`config.mk`:
```
export PLATFORM = sky130hd
export DESIGN_NAME = lvds_bitmap_serializer
export DESIGN_NICKNAME = d
export VERILOG_FILES = /design/src/rtl/lbs_pkg.sv /design/src/rtl/lbs_map_regs.sv /design/src/rtl/lbs_bit_select.sv /design/src/rtl/lvds_bitmap_serializer.sv
export SDC_FILE = /design/constraint.sdc
export NUM_CORES = 1
export LEC_CHECK = 0
export BUFFER_PORTS_ARGS = -buffer_cell sky130_fd_sc_hd__buf_2
export CORE_MARGIN = 5
export CORE_UTILIZATION = 41
export CTS_CLUSTER_DIAMETER = 150
export DETAILED_ROUTE_END_ITERATION = 8
export GPL_TIMING_DRIVEN = 0
export PLACE_DENSITY_LB_ADDON = 0.12
export SLEW_MARGIN = 20
export SYNTH_ARGS = -nofsm -noshare
export SYNTH_HDL_FRONTEND = slang
export SYNTH_SLANG_ARGS = --single-unit
export TNS_END_PERCENT = 5
```
`constraint.sdc`:
```
create_clock -name clk -period 3.2 [get_ports clk]
set_input_delay 0.32 -clock clk [delete_from_list [all_inputs] [get_ports clk]]
set_output_delay 0.32 -clock clk [all_outputs]
set_load 0.02 [all_outputs]
```
`src/rtl/lbs_pkg.sv`:
```
package lbs_pkg;
  localparam int CODE_W   = 5;
  localparam int NUM_SRC  = 1 << CODE_W;
  localparam int PIX_W    = 24;
  localparam int LO_SLOTS = 4;

  localparam logic [CODE_W-1:0] SRC_HS   = 5'h18;
  localparam logic [CODE_W-1:0] SRC_VS   = 5'h19;
  localparam logic [CODE_W-1:0] SRC_DE   = 5'h1A;
  localparam logic [CODE_W-1:0] SRC_CE   = 5'h1B;
  localparam logic [CODE_W-1:0] SRC_ONE  = 5'h1E;
  localparam logic [CODE_W-1:0] SRC_ZERO = 5'h1F;

  // Standard 24-bit layout used as the reset map.
  function automatic logic [CODE_W-1:0] std_code(input int lane, input int bpos);
    logic [CODE_W-1:0] c;
    c = SRC_ZERO;
    case (lane)
      0: c = (bpos >= 2 && bpos <= 4) ? SRC_ZERO : SRC_ONE;
      1: c = (bpos == 6) ? CODE_W'(8) : CODE_W'(bpos);
      2: c = (bpos == 6) ? CODE_W'(17) : (bpos == 5) ? CODE_W'(16) : CODE_W'(9 + bpos);
      3: c = (bpos == 6) ? SRC_DE : (bpos == 5) ? SRC_VS : (bpos == 4) ? SRC_HS
                                  : CODE_W'(18 + bpos);
      4: case (bpos)
           6: c = SRC_CE;
           5: c = CODE_W'(23);
           4: c = CODE_W'(22);
           3: c = CODE_W'(15);
           2: c = CODE_W'(14);
           1: c = CODE_W'(7);
           default: c = CODE_W'(6);
         endcase
      default: c = SRC_ZERO;
    endcase
    return c;
  endfunction
endpackage

```
`src/rtl/lbs_map_regs.sv`:
```
module lbs_map_regs
  import lbs_pkg::*;
#(
  parameter int N_LANES   = 5,
  parameter int LANE_BITS = 7,
  parameter int ADDR_W    = 4
) (
  input  logic                                      clk,
  input  logic                                      rst_n,
  input  logic                                      cfg_we,
  input  logic [ADDR_W-1:0]                         cfg_addr,
  input  logic [LO_SLOTS*CODE_W-1:0]                cfg_wdata,
  input  logic                                      cfg_apply,
  output logic [N_LANES*LANE_BITS*CODE_W-1:0]       act_map
);
  localparam int SLOTS = N_LANES * LANE_BITS;

  logic [SLOTS*CODE_W-1:0] shadow_q;
  logic [SLOTS*CODE_W-1:0] active_q;

  for (genvar s = 0; s < SLOTS; s++) begin : g_slot
    localparam int LN  = s / LANE_BITS;
    localparam int BP  = s % LANE_BITS;
    localparam int HI  = (BP >= LO_SLOTS) ? 1 : 0;
    localparam int REG = 2 * LN + HI;
    localparam int FLD = (HI == 1) ? BP - LO_SLOTS : BP;

    always_ff @(posedge clk) begin
      if (!rst_n) begin
        shadow_q[s*CODE_W +: CODE_W] <= std_code(LN, BP);
        active_q[s*CODE_W +: CODE_W] <= std_code(LN, BP);
      end else begin
        if (cfg_we && cfg_addr == ADDR_W'(REG))
          shadow_q[s*CODE_W +: CODE_W] <= cfg_wdata[FLD*CODE_W +: CODE_W];
        if (cfg_apply)
          active_q[s*CODE_W +: CODE_W] <= shadow_q[s*CODE_W +: CODE_W];
      end
    end
  end

  assign act_map = active_q;

  // the datapath map only moves on an apply strobe
  assert_map_hold_R12: assert property (@(posedge clk) disable iff (!rst_n)
    !cfg_apply |=> $stable(active_q));
endmodule

```
`src/rtl/lbs_bit_select.sv`:
```
module lbs_bit_select
  import lbs_pkg::*;
#(
  parameter int SLOTS = 35
) (
  input  logic [PIX_W-1:0]        rgb,
  input  logic                    hs_i,
  input  logic                    vs_i,
  input  logic                    de_i,
  input  logic                    ce_i,
  input  logic                    ci_i,
  input  logic                    tog_i,
  input  logic [SLOTS*CODE_W-1:0] map_i,
  output logic [SLOTS-1:0]        word_o
);
  logic [NUM_SRC-1:0] src;

  // index 31 .. 24 : zero, one, toggle, ci, ce, de, vs, hs ; 23..0 : colour
  assign src = {1'b0, 1'b1, tog_i, ci_i, ce_i, de_i, vs_i, hs_i, rgb};

  for (genvar s = 0; s < SLOTS; s++) begin : g_mux
    assign word_o[s] = src[map_i[s*CODE_W +: CODE_W]];
  end
endmodule

```
`src/rtl/lvds_bitmap_serializer.sv`:
```
module lvds_bitmap_serializer
  import lbs_pkg::*;
#(
  parameter int N_LANES   = 5,
  parameter int LANE_BITS = 7
) (
  input  logic                              clk,
  input  logic                              rst_n,
  input  logic                              s_valid,
  output logic                              s_ready,
  input  logic [23:0]                       s_rgb,
  input  logic                              s_hs,
  input  logic                              s_vs,
  input  logic                              s_de,
  output logic                              m_valid,
  input  logic                              m_ready,
  output logic [N_LANES*LANE_BITS-1:0]      m_lanes,
  input  logic                              out_en,
  input  logic                              pol_hs,
  input  logic                              pol_vs,
  input  logic                              pol_de,
  input  logic                              ctl_ce,
  input  logic                              ctl_ci,
  input  logic                              cfg_we,
  input  logic [$clog2(2*N_LANES)-1:0]      cfg_addr,
  input  logic [19:0]                       cfg_wdata,
  input  logic                              cfg_apply
);
  localparam int SLOTS  = N_LANES * LANE_BITS;
  localparam int ADDR_W = $clog2(2 * N_LANES);

  logic [SLOTS*CODE_W-1:0] act_map;
  logic [SLOTS-1:0]        word;
  logic                    tog_q;
  logic                    valid_q;
  logic [SLOTS-1:0]        lanes_q;
  logic                    take;

  assign s_ready = !valid_q || m_ready;
  assign take    = s_valid && s_ready;

  lbs_map_regs #(.N_LANES(N_LANES), .LANE_BITS(LANE_BITS), .ADDR_W(ADDR_W)) map_i (
    .clk       (clk),
    .rst_n     (rst_n),
    .cfg_we    (cfg_we),
    .cfg_addr  (cfg_addr),
    .cfg_wdata (cfg_wdata),
    .cfg_apply (cfg_apply),
    .act_map   (act_map)
  );

  lbs_bit_select #(.SLOTS(SLOTS)) sel_i (
    .rgb    (s_rgb),
    .hs_i   (s_hs ^ pol_hs),
    .vs_i   (s_vs ^ pol_vs),
    .de_i   (s_de ^ pol_de),
    .ce_i   (ctl_ce),
    .ci_i   (ctl_ci),
    .tog_i  (tog_q),
    .map_i  (act_map),
    .word_o (word)
  );

  always_ff @(posedge clk) begin
    if (!rst_n) begin
      tog_q   <= 1'b0;
      valid_q <= 1'b0;
      lanes_q <= '0;
    end else begin
      if (s_ready) valid_q <= s_valid;
      if (take) begin
        tog_q   <= ~tog_q;
        lanes_q <= out_en ? word : '0;
      end
    end
  end

  assign m_valid = valid_q;
  assign m_lanes = lanes_q;

  assert_hold_R2: assert property (@(posedge clk) disable iff (!rst_n)
    m_valid && !m_ready |=> m_valid && $stable(m_lanes));

  assert_gate_R9: assert property (@(posedge clk) disable iff (!rst_n)
    s_valid && s_ready && !out_en |=> m_valid && (m_lanes == '0));

  assert_toggle_R5: assert property (@(posedge clk) disable iff (!rst_n)
    s_valid && s_ready |=> tog_q != $past(tog_q));

  assert_valid_src_R1: assert property (@(posedge clk) disable iff (!rst_n)
    $rose(m_valid) |-> $past(s_valid));
endmodule

```
==> qor.yml <==
run_status:
  status: "complete, no violations"
synthesis:
  synth.cell_area_mm2: 0.0240
  yosys.area_share.adder_pct: 0
  seq_area_frac_synth_pct: 32.2
  synth_edf_count: 0
  postSynthAreaPerCell_um2: 8.63
  synth.top_cells.by_area: "sky130_fd_sc_hd__dfxtp_1, sky130_fd_sc_hd__mux2i_1, sky130_fd_sc_hd__nand2_1, sky130_fd_sc_hd__mux4_2, sky130_fd_sc_hd__nor2b_1"
  postSynth.asyncResetShare_pct: 0
  ys_dominant_reg_cell: "sky130_fd_sc_hd__dfxtp_1"
  synth_largest_type_area_fraction_pct: 32.2
  synth_xor_area_share_pct: 0.146
  ys_ff_latch: 387
  largest_family_of_logic_cells_by_synthesized_area: "multiplexers"
  synth_warnings: 0
  synth.distinct_cells: 56
  netlist_instances: 2787
  yosys.area.top_type: "sky130_fd_sc_hd__dfxtp_1"
  post_synthesis_share_of_cell_area_spent_on_and_or_nand_and_nor_gates_pct: 18.9
  post_synth_mux_area_share_pct: 28.2
  postSynthNetCount: 2850
  synth_area_in_compound_gates_pct: 13.4
sta:
  setup_violations: 0
  tightest_slew_ns: 1.32
  rsz0062_at_grt: "no"
  final.min_clock_period_ns: 2.96
  clock.fmax_mhz: 338
  maxSlewViolCount: 0
  timing.setup.tns_ns: 0
  fin_skew_ns: 0.0119
  min_period_over_period_pct: 92.4
  maxSlewHeadroom_pct: 11.9
  final.hold.worst_slack_ns: 0.0856
  worst_setup_slack_final_ns: 0.243
  final-hold-violation-count: 0
clock_tree:
  clockRootBuffer: "sky130_fd_sc_hd__clkbuf_16"
  clk_pin_slew_ns: 0.06
  tritoncts: "yes"
  cts_buffer_depth: 3
  postCtsResizedCells: 0
  clock_latency_ns: 0.60
  cts_sink_cnt: 387
  cts_made_buffers: 46
  clock_tree.htree_level_count: 2
worst_setup_path:
  critPathSlowestCell: "sky130_fd_sc_hd__buf_1"
  ff2ff_path_depth: 7
  critical-path-top-delay-family: "buffers and inverters"
  reg2reg_from: "tog_q"
  setup.worst_path.start_class: "flop"
  worst_path_buffer_plus_inverter_count: 3
  timing.critical_path.fanout_max: 10
  worst-r2r-setup-slack_ns: 0.24
  cp.depth: 7
  setup.worst_path.start: "tog_q"
  cp.arrival_ns: 3.47
  critPathCaptureType: "flop"
  critPathRequiredTime_ns: 3.71
  criticalPathCategory: "flop to flop"
  crit_path_cell_trace: "clkbuf_1 > buf_2 > buf_1 > nand2_1 > o221ai_1 > a31oi_1 > o21ai_0"
  timing.rr.end: "m_lanes[29]"
  slowest_delay_ns: 0.79
route:
  first_pass_iteration_count_of_the_detailed_router: 6
  totalWireLength_um: 119000
  route.detailed.drc: 0
  via_per_inst: 6.46
  detail_route.iter0.violations: 3573
  vias: 24008
  drt-wirelength-per-cell_um: 32.1
  drt.antenna.violating_nets: 0
hold_path:
  hp-class: "input port to flop"
  holdPathEnd: "m_valid"
  hold_start: "m_ready"
  hold_path_cells: 3
placement:
  gp_congestion: 0.975
  post_dp_hpwl_um: 79500
  port_buffers: 69
  place_worst_setup_slack_ns: 0.142
pwr:
  power.leakage_uw: 0.0112
  power_per_cell_area_mw_per_mm2: 467
  power.ir.vdd_worst_uv: 384
floorplan:
  io-pin-count: 100
  placeableCoreArea_mm2: 0.0579
  die_h_um: 252
  core_rows: 88
  die_width_um: 252
  initial_util_pct: 41.5
  design.die.area_mm2: 0.0636
finish:
  post_route_cells_drive_above_1_share_pct: 14.6
  syn_to_final_growth_pct: 12.6
  mostFrequentLayoutCells: "sky130_fd_sc_hd__nand2_1, sky130_fd_sc_hd__mux2i_1, sky130_fd_sc_hd__dfxtp_1, sky130_fd_sc_hd__buf_2, sky130_fd_sc_hd__clkbuf_1"
  design.final.nets: 2974
  fillerInstances: 5693
  fin_util_pct: 46.8
  layout_commonest_cell: "sky130_fd_sc_hd__nand2_1"
  multi_input_comb_area_mm2: 0.0146
  register_area_mm2: 0.00775
global_route:
  grt_first_pass_wirelength_um: 164000
  grt_overflow_total: 0
  antenna_found_initial: 13
  largest_net_degree_at_the_start_of_global_routing: 13
  first_global_vias: 22015
  track_usage_pct: 35.7
job:
  cap_viol_max_count: 0
[cell families after synthesis]
group | count (synthesis)
xor gates and xnor gates | 4
AOI/OAI and AO/OA | 441
DFF | 387
muxes | 551
buffers and inverters | 395
and+or+nand+nor | 1009
[how the worst max path moves through the flow]
stage / end
final: m_lanes[29]
after global routing: m_lanes[29]
after CTS: m_lanes[29]
after detailed placement: map_i.act_map[22]
after global placement: map_i.act_map[100]
after floorplan: m_lanes[12]
[worst min-delay path, delay by kind of cell]
family	cells	cell delay [ns]
AND/OR/NAND/NOR	1	0.15
AO/OA/AOI/OAI	1	0.09
buffers and inverters	1	0.07
[report_power, final]
| group | switching, uW | total (uW) | internal [uW] |
|---|---|---|---|
| clock | 2330 | 5590 | 3250 |
| combinational | 1430 | 2050 | 629 |
| sequential | 79.5 | 5000 | 4920 |
[cell type report]
class / instances / area share [%]
multi-input combinational: 2005 / 53.9
sequential: 387 / 28.6
clock buffer: 62 / 4.77
antenna: 4 / 0.0370
buffer: 320 / 5.37
timing repair buffer: 76 / 1.77
clock inverter: 20 / 0.961
tap: 765 / 3.53
inverter: 75 / 1.04
[Yosys cell counts (all sizes together) (31+ instances only)]
master / n
a21boi: 81
a31oi: 33
buf: 144
clkbuf: 176
dfxtp: 387
inv: 75
mux2: 37
mux2i: 418
mux4: 96
nand2: 564
nand3: 97
nor2: 120
nor2b: 116
o211ai: 37
o21ai: 71
o221ai: 70
o41ai: 31
[stage by stage]
step	cell area, um^2	total power (uW)	cells
floorplan	24000	6160	2787
global placement	25300	7010	3621
detailed placement	25500	7050	3627
CTS	27100	12500	3710
global route	27100	12900	3710
finish	27100	12600	3714
[state kept, by name, summed over array words and instances, names as in the netlist]
register	flops
tog_q	1
map_i.shadow_q	175
m_lanes	35
map_i.act_map	175
m_valid	1
[repair_timing]
action,CTS,global route
endpoints found under the setup margin,0,0
hold buffers,1,0
hold endpoints to repair,1,0
setup buffers,0,0
[per-layer routing]
| metal | GRT usage, % | share of wire [%] |
|---|---|---|
| met2 | 52.2 | 41 |
| met1 | 47.2 | 38 |
| met5 | 0 | 0.019 |
| met4 | 21.8 | 7.7 |
| met3 | 9.35 | 13 |
Note: power is estimated with default switching activity, not from simulation.
